`src/rtl/abr_pkg.sv`:
```
package abr_pkg;

    typedef enum logic [1:0] {
        ST_NOINIT = 2'd0,
        ST_READY  = 2'd1,
        ST_COUNT  = 2'd2
    } abr_state_e;

    typedef struct packed {
        abr_state_e state;
        logic       start;
        logic       irq_en;
        logic       irq_pend;
    } abr_ctrl_s;

endpackage

```
`src/rtl/abr_edge_det.sv`:
```
module abr_edge_det #(
    parameter int SYNC_STAGES = 2
) (
    input  logic clk,
    input  logic rst_n,
    input  logic line_i,
    output logic fall_o,
    output logic rise_o
);
    localparam int MSB = SYNC_STAGES - 1;

    typedef struct packed {
        logic [SYNC_STAGES-1:0] sync;
        logic                   prev;
    } edge_s;

    edge_s edge_d, edge_q;

    // shift chain toward MSB; prev holds last synchronized level
    always_comb begin
        edge_d      = edge_q;
        edge_d.sync = {edge_q.sync[SYNC_STAGES-2:0], line_i};
        edge_d.prev = edge_q.sync[MSB];
    end

    always_ff @(posedge clk or negedge rst_n) begin
        if (!rst_n) edge_q <= '1;
        else        edge_q <= edge_d;
    end

    assign fall_o =  edge_q.prev & ~edge_q.sync[MSB];
    assign rise_o = ~edge_q.prev &  edge_q.sync[MSB];
endmodule

```
`src/rtl/abr_sat_counter.sv`:
```
module abr_sat_counter #(
    parameter int W = 20
) (
    input  logic         clk,
    input  logic         rst_n,
    input  logic         load_i,
    input  logic         run_i,
    output logic [W-1:0] cnt_o
);
    localparam logic [W-1:0] CNT_MAX = '1;
    localparam logic [W-1:0] CNT_ONE = W'(1);

    logic [W-1:0] cnt_d, cnt_q;

    always_comb begin
        cnt_d = cnt_q;
        if (load_i)
            cnt_d = CNT_ONE;
        else if (run_i && (cnt_q != CNT_MAX))
            cnt_d = cnt_q + CNT_ONE;
    end

    always_ff @(posedge clk or negedge rst_n) begin
        if (!rst_n) cnt_q <= '0;
        else        cnt_q <= cnt_d;
    end

    assign cnt_o = cnt_q;
endmodule

```
`src/rtl/abr_pulse_meter.sv`:
```
module abr_pulse_meter
    import abr_pkg::*;
#(
    parameter int CNT_W       = 20,
    parameter int SYNC_STAGES = 2
) (
    input  logic             clk,
    input  logic             rst_n,
    input  logic             rx_i,
    input  logic             ctl_we,
    input  logic             ctl_start,
    input  logic             ctl_irq_en,
    input  logic             irq_ack,
    output logic [1:0]       abr_status,
    output logic [CNT_W-1:0] abr_count,
    output logic             start_o,
    output logic             irq_en_o,
    output logic             irq_pend_o
);
    logic             fall_w, rise_w;
    logic             load_w, run_w;
    logic [CNT_W-1:0] live_cnt;

    abr_ctrl_s        ctrl_d, ctrl_q;
    logic [CNT_W-1:0] res_d, res_q;
    logic             event_w;

    abr_edge_det #(.SYNC_STAGES(SYNC_STAGES)) u_edge (
        .clk    (clk),
        .rst_n  (rst_n),
        .line_i (rx_i),
        .fall_o (fall_w),
        .rise_o (rise_w)
    );

    abr_sat_counter #(.W(CNT_W)) u_cnt (
        .clk    (clk),
        .rst_n  (rst_n),
        .load_i (load_w),
        .run_i  (run_w),
        .cnt_o  (live_cnt)
    );

    always_comb begin
        ctrl_d  = ctrl_q;
        res_d   = res_q;
        load_w  = 1'b0;
        run_w   = (ctrl_q.state == ST_COUNT);
        event_w = 1'b0;

        unique case (ctrl_q.state)
            ST_NOINIT: begin
                if (ctl_we && (ctl_start || ctl_irq_en))
                    ctrl_d.state = ST_READY;
            end
            ST_READY: begin
                if (ctrl_q.start && fall_w) begin
                    ctrl_d.state = ST_COUNT;
                    load_w       = 1'b1;
                end
            end
            ST_COUNT: begin
                if (rise_w) begin
                    event_w = 1'b1;
                    // without start the count cannot stop: flag only
                    if (ctrl_q.start) begin
                        ctrl_d.state = ST_READY;
                        ctrl_d.start = 1'b0;
                        res_d        = live_cnt;
                    end
                end
            end
            default: ctrl_d.state = ST_NOINIT;
        endcase

        if (irq_ack)
            ctrl_d.irq_pend = 1'b0;
        if (event_w && ctrl_q.irq_en)
            ctrl_d.irq_pend = 1'b1;

        // a software write overrides the self-clear of the same cycle
        if (ctl_we) begin
            ctrl_d.start  = ctl_start;
            ctrl_d.irq_en = ctl_irq_en;
        end
    end

    always_ff @(posedge clk or negedge rst_n) begin
        if (!rst_n) begin
            ctrl_q <= '{state: ST_NOINIT, start: 1'b0, irq_en: 1'b0, irq_pend: 1'b0};
            res_q  <= '0;
        end else begin
            ctrl_q <= ctrl_d;
            res_q  <= res_d;
        end
    end

    assign abr_status = ctrl_q.state;
    assign abr_count  = res_q;
    assign start_o    = ctrl_q.start;
    assign irq_en_o   = ctrl_q.irq_en;
    assign irq_pend_o = ctrl_q.irq_pend;
endmodule

```
`config.mk`:
```
export PLATFORM = sky130hd
export DESIGN_NAME = abr_pulse_meter
export DESIGN_NICKNAME = d
export VERILOG_FILES = /design/src/rtl/abr_pkg.sv /design/src/rtl/abr_edge_det.sv /design/src/rtl/abr_sat_counter.sv /design/src/rtl/abr_pulse_meter.sv
export SDC_FILE = /design/constraint.sdc
export NUM_CORES = 1
export LEC_CHECK = 0
export CAP_MARGIN = 20
export CORE_UTILIZATION = 58
export DETAILED_ROUTE_END_ITERATION = 10
export DONT_BUFFER_PORTS = 1
export PLACE_DENSITY = 0.78
export RECOVER_POWER = 100
export SYNTH_ARGS = -nofsm -noshare
export SYNTH_HDL_FRONTEND = slang
export SYNTH_HIERARCHICAL = 1
export SYNTH_SLANG_ARGS = --single-unit
```
`constraint.sdc`:
```
create_clock -name clk -period 5.2 [get_ports clk]
set_input_delay 0.26 -clock clk [delete_from_list [all_inputs] [get_ports clk]]
set_output_delay 0.26 -clock clk [all_outputs]
set_load 0.03 [all_outputs]
```
==> impl_metrics.ini <==
[outcome]
status = complete, but fails checks
failed_checks = max-capacitance violations, max-slew violations

[worst_hold_path]
min_to = irq_pend_o$_DFFE_PN0P_
hp-class = input pin to flop
hold_start = irq_ack
min_path_cells = 1

[route]
drc = 0
viasPerCell = 6.240
wl_per_cell_um = 16.53
first_pass_iters = 4
num_vias = 1560
wl_um = 4132
detail-route-antenna-nets = 0
drt_iter0_drc = 108

[critical_path]
worstPathRequired_ns = 5.09
cp_cell_sequence = dlygate4sd3_1 > clkbuf_1
crit_cells = 2
critPathCaptureType = async pin
reg2regPathDepth = 5
critPathMaxStageDelay_ns = 1.76
r2r_end = u_cnt/cnt_o[15]$_DFFE_PN0P_
cp.arrival_ns = 2.57
cp_slowest_cell = clkbuf_1
rrSetupSlack_ns = 2.77
crit_fanout = 48
startpoint_type = input pin
crit_buf_inv = 2
r2r-start = abr_status[1]$_DFFE_PN0P_
cpLargestDelayFamily = buffers and inverters
crit_type = input pin to async pin

[placed_design]
numPortBuffers = 0
gp_congestion = 0.7653
post-dp-hpwl_um = 2820

[clock_network]
ctsResizeCount = 0
cts.sinks = 48
postCtsSetupBuffers = 0
clk_latency_ns = 0.30
cts_made_buffers = 5
cts_root_buf = clkbuf_8
clock_path_buffers = 2
ctsHoldBuffers = 3
cts_tree = done
path_clk_slew_ns = 0.08
htreeDepth = 2

[timing]
clock_skew_ns = 0.01018
slew_viol_final = 49
setup_viol = 0
rsz0062_at_grt = no
fin_hold_ws_ns = 0.07697
tns_ns = 0
hold_viol_final = 0
slew_headroom_pct = -65.14
finalCriticalPeriod_ns = 2.680
min_period_over_period_pct = 51.53
worst-slew-pin-transition_ns = 2.477
fmax_mhz = 373.2

[power_and_ir_drop]
p_clk_share_pct = 29.1
p_leak_nw = 1.118
internal-power_mw = 0.5230
switching_power_mw = 0.2055
power_frac_seq_pct = 60.8
ir_drop_uv = 188.6
p_sw_share_pct = 28.21
p_comb_share_pct = 10.1
power_density_nw_per_um2 = 304.0

[cells_and_area]
final_layout_size_suffix_gt1_share_pct = 11.39
layout.nets = 209
areaGrowthSynthToFinish_pct = 1.484
fill_cells = 299
diodes = 0

[grt]
first_global_vias = 1597
grt_antenna_before_repair = 0
grt_start_max_net_pins = 49
track_usage_pct = 22.36
grt_remaining_overflow = 0
grt_pass1_wl_um = 7245

[synth]
yosys_warnings = 6
yosysSeqAreaShare_pct = 51.03
yosysMostFrequentCell = dfrtp_1
syn_inst = 199
synth_common_cells = 45 x dfrtp_1, 19 x mux2_4, 14 x a21oi_1
async_flop_share_pct = 100.0
synth.distinct_cells = 41
ys.flop_type = dfrtp_1
yosys-top-cells-area = dfrtp_1 48%, mux2_4 12%, mux2_2 4.3%, dfstp_2 3.3%, nor2b_1 3.2%
yosys_register_bits = 48
synth_top_area_share_pct = 47.69
synth_area_um2 = 2361
synth_nets = 207
synth_top_cell_by_area = dfrtp_1
synth_edf_count = 0
syn-mean-instance-area_um2 = 11.86

[floorplan]
die_x_um = 65.80
die_h_um = 65.80
core_um2 = 3771
start_util_pct = 62.61
num_rows = 22
io_pins = 32
dieArea_um2 = 4330

[flow_run]
maxCapViolCount = 1
[worst max-delay path by stage]
stage	to	slack, ns	startpoint
6_report	abr_count[11]$_DFFE_PN0P_	2.52	rst_n
5_1_grt	abr_count[11]$_DFFE_PN0P_	1.99	rst_n
4_1_cts	u_cnt/cnt_o[15]$_DFFE_PN0P_	2.86	abr_status[1]$_DFFE_PN0P_
3_5_place_dp	u_cnt/cnt_o[15]$_DFFE_PN0P_	2.89	abr_status[1]$_DFFE_PN0P_
3_3_place_gp	u_cnt/cnt_o[15]$_DFFE_PN0P_	2.98	abr_status[1]$_DFFE_PN0P_
2_1_floorplan	u_cnt/cnt_o[15]$_DFFE_PN0P_	3.06	abr_status[1]$_DFFE_PN0P_
[layout by cell type, fill, tap and decap left out, types with 5 or more instances in the layout]
cell type	n
nand4_1	7
nor2b_1	12
a21oi_1	14
mux2_2	9
o21ai_0	6
mux2_1	19
or3_1	6
dfrtp_1	45
nor2_1	11
nand2_1	14
clkbuf_8	5
[cells by family after synthesis]
logic type | share of synthesized area (%)
muxes | 17.22
AOI/OAI and AO/OA | 8.479
and+or+nand+nor | 19.87
DFF | 51.03
buffers and inverters | 2.861
adders and majority gates | 0.5299
[registers in the layout (all words and copies together), names as in the netlist]
signal,cells
irq_pend_o,1
u_cnt/cnt_o,20
abr_status,2
start_o,1
u_edge/edge_q,1
u_edge/edge_d,2
irq_en_o,1
abr_count,20
[cell type report]
| class | instances | area (um2) | area share (%) |
|---|---|---|---|
| flip-flops and latches | 48 | 1205 | 50.29 |
| repair buffers | 4 | 27.53 | 1.149 |
| well taps | 48 | 60.06 | 2.507 |
| clock buffers | 7 | 76.32 | 3.185 |
| clock inverters | 1 | 5.005 | 0.2089 |
| inverters | 4 | 15.01 | 0.6266 |
| multi-input cells | 138 | 1007 | 42.04 |
[metal layers]
layer / vias up / GRT usage, % / wire (um)
li1: 726 / - / -
met1: 790 / 28.44 / 1859
met2: 39 / 36.22 / 2032
met3: 5 / 6.379 / 186
met4: 0 / 7.880 / 54
met5: - / 0 / 0
[power groups by stage]
stage	clock network (mW)	logic [mW]	registers (mW)
global route	0.233	0.0836	0.447
floorplan	0	0.0570	0.445
global placement	0	0.0638	0.450
detailed placement	0	0.0692	0.452
finish	0.212	0.0737	0.443
CTS	0.215	0.0814	0.444
[per-stage QoR]
step / util [%] / total power [mW] / area, um2 / cells / setup WS [ns]
2_1_floorplan: - / 0.5019 / 2361 / 199 / 3.064
3_3_place_gp: 63.01 / 0.5138 / 2376 / 239 / 2.981
3_5_place_dp: 63.01 / 0.5214 / 2376 / 239 / 2.893
4_1_cts: 66.42 / 0.7410 / 2505 / 250 / 2.859
5_1_grt: 63.54 / 0.7639 / 2396 / 250 / 1.988
6_report: 63.54 / 0.7285 / 2396 / 250 / 2.520
(Power assumes the default switching activity.)
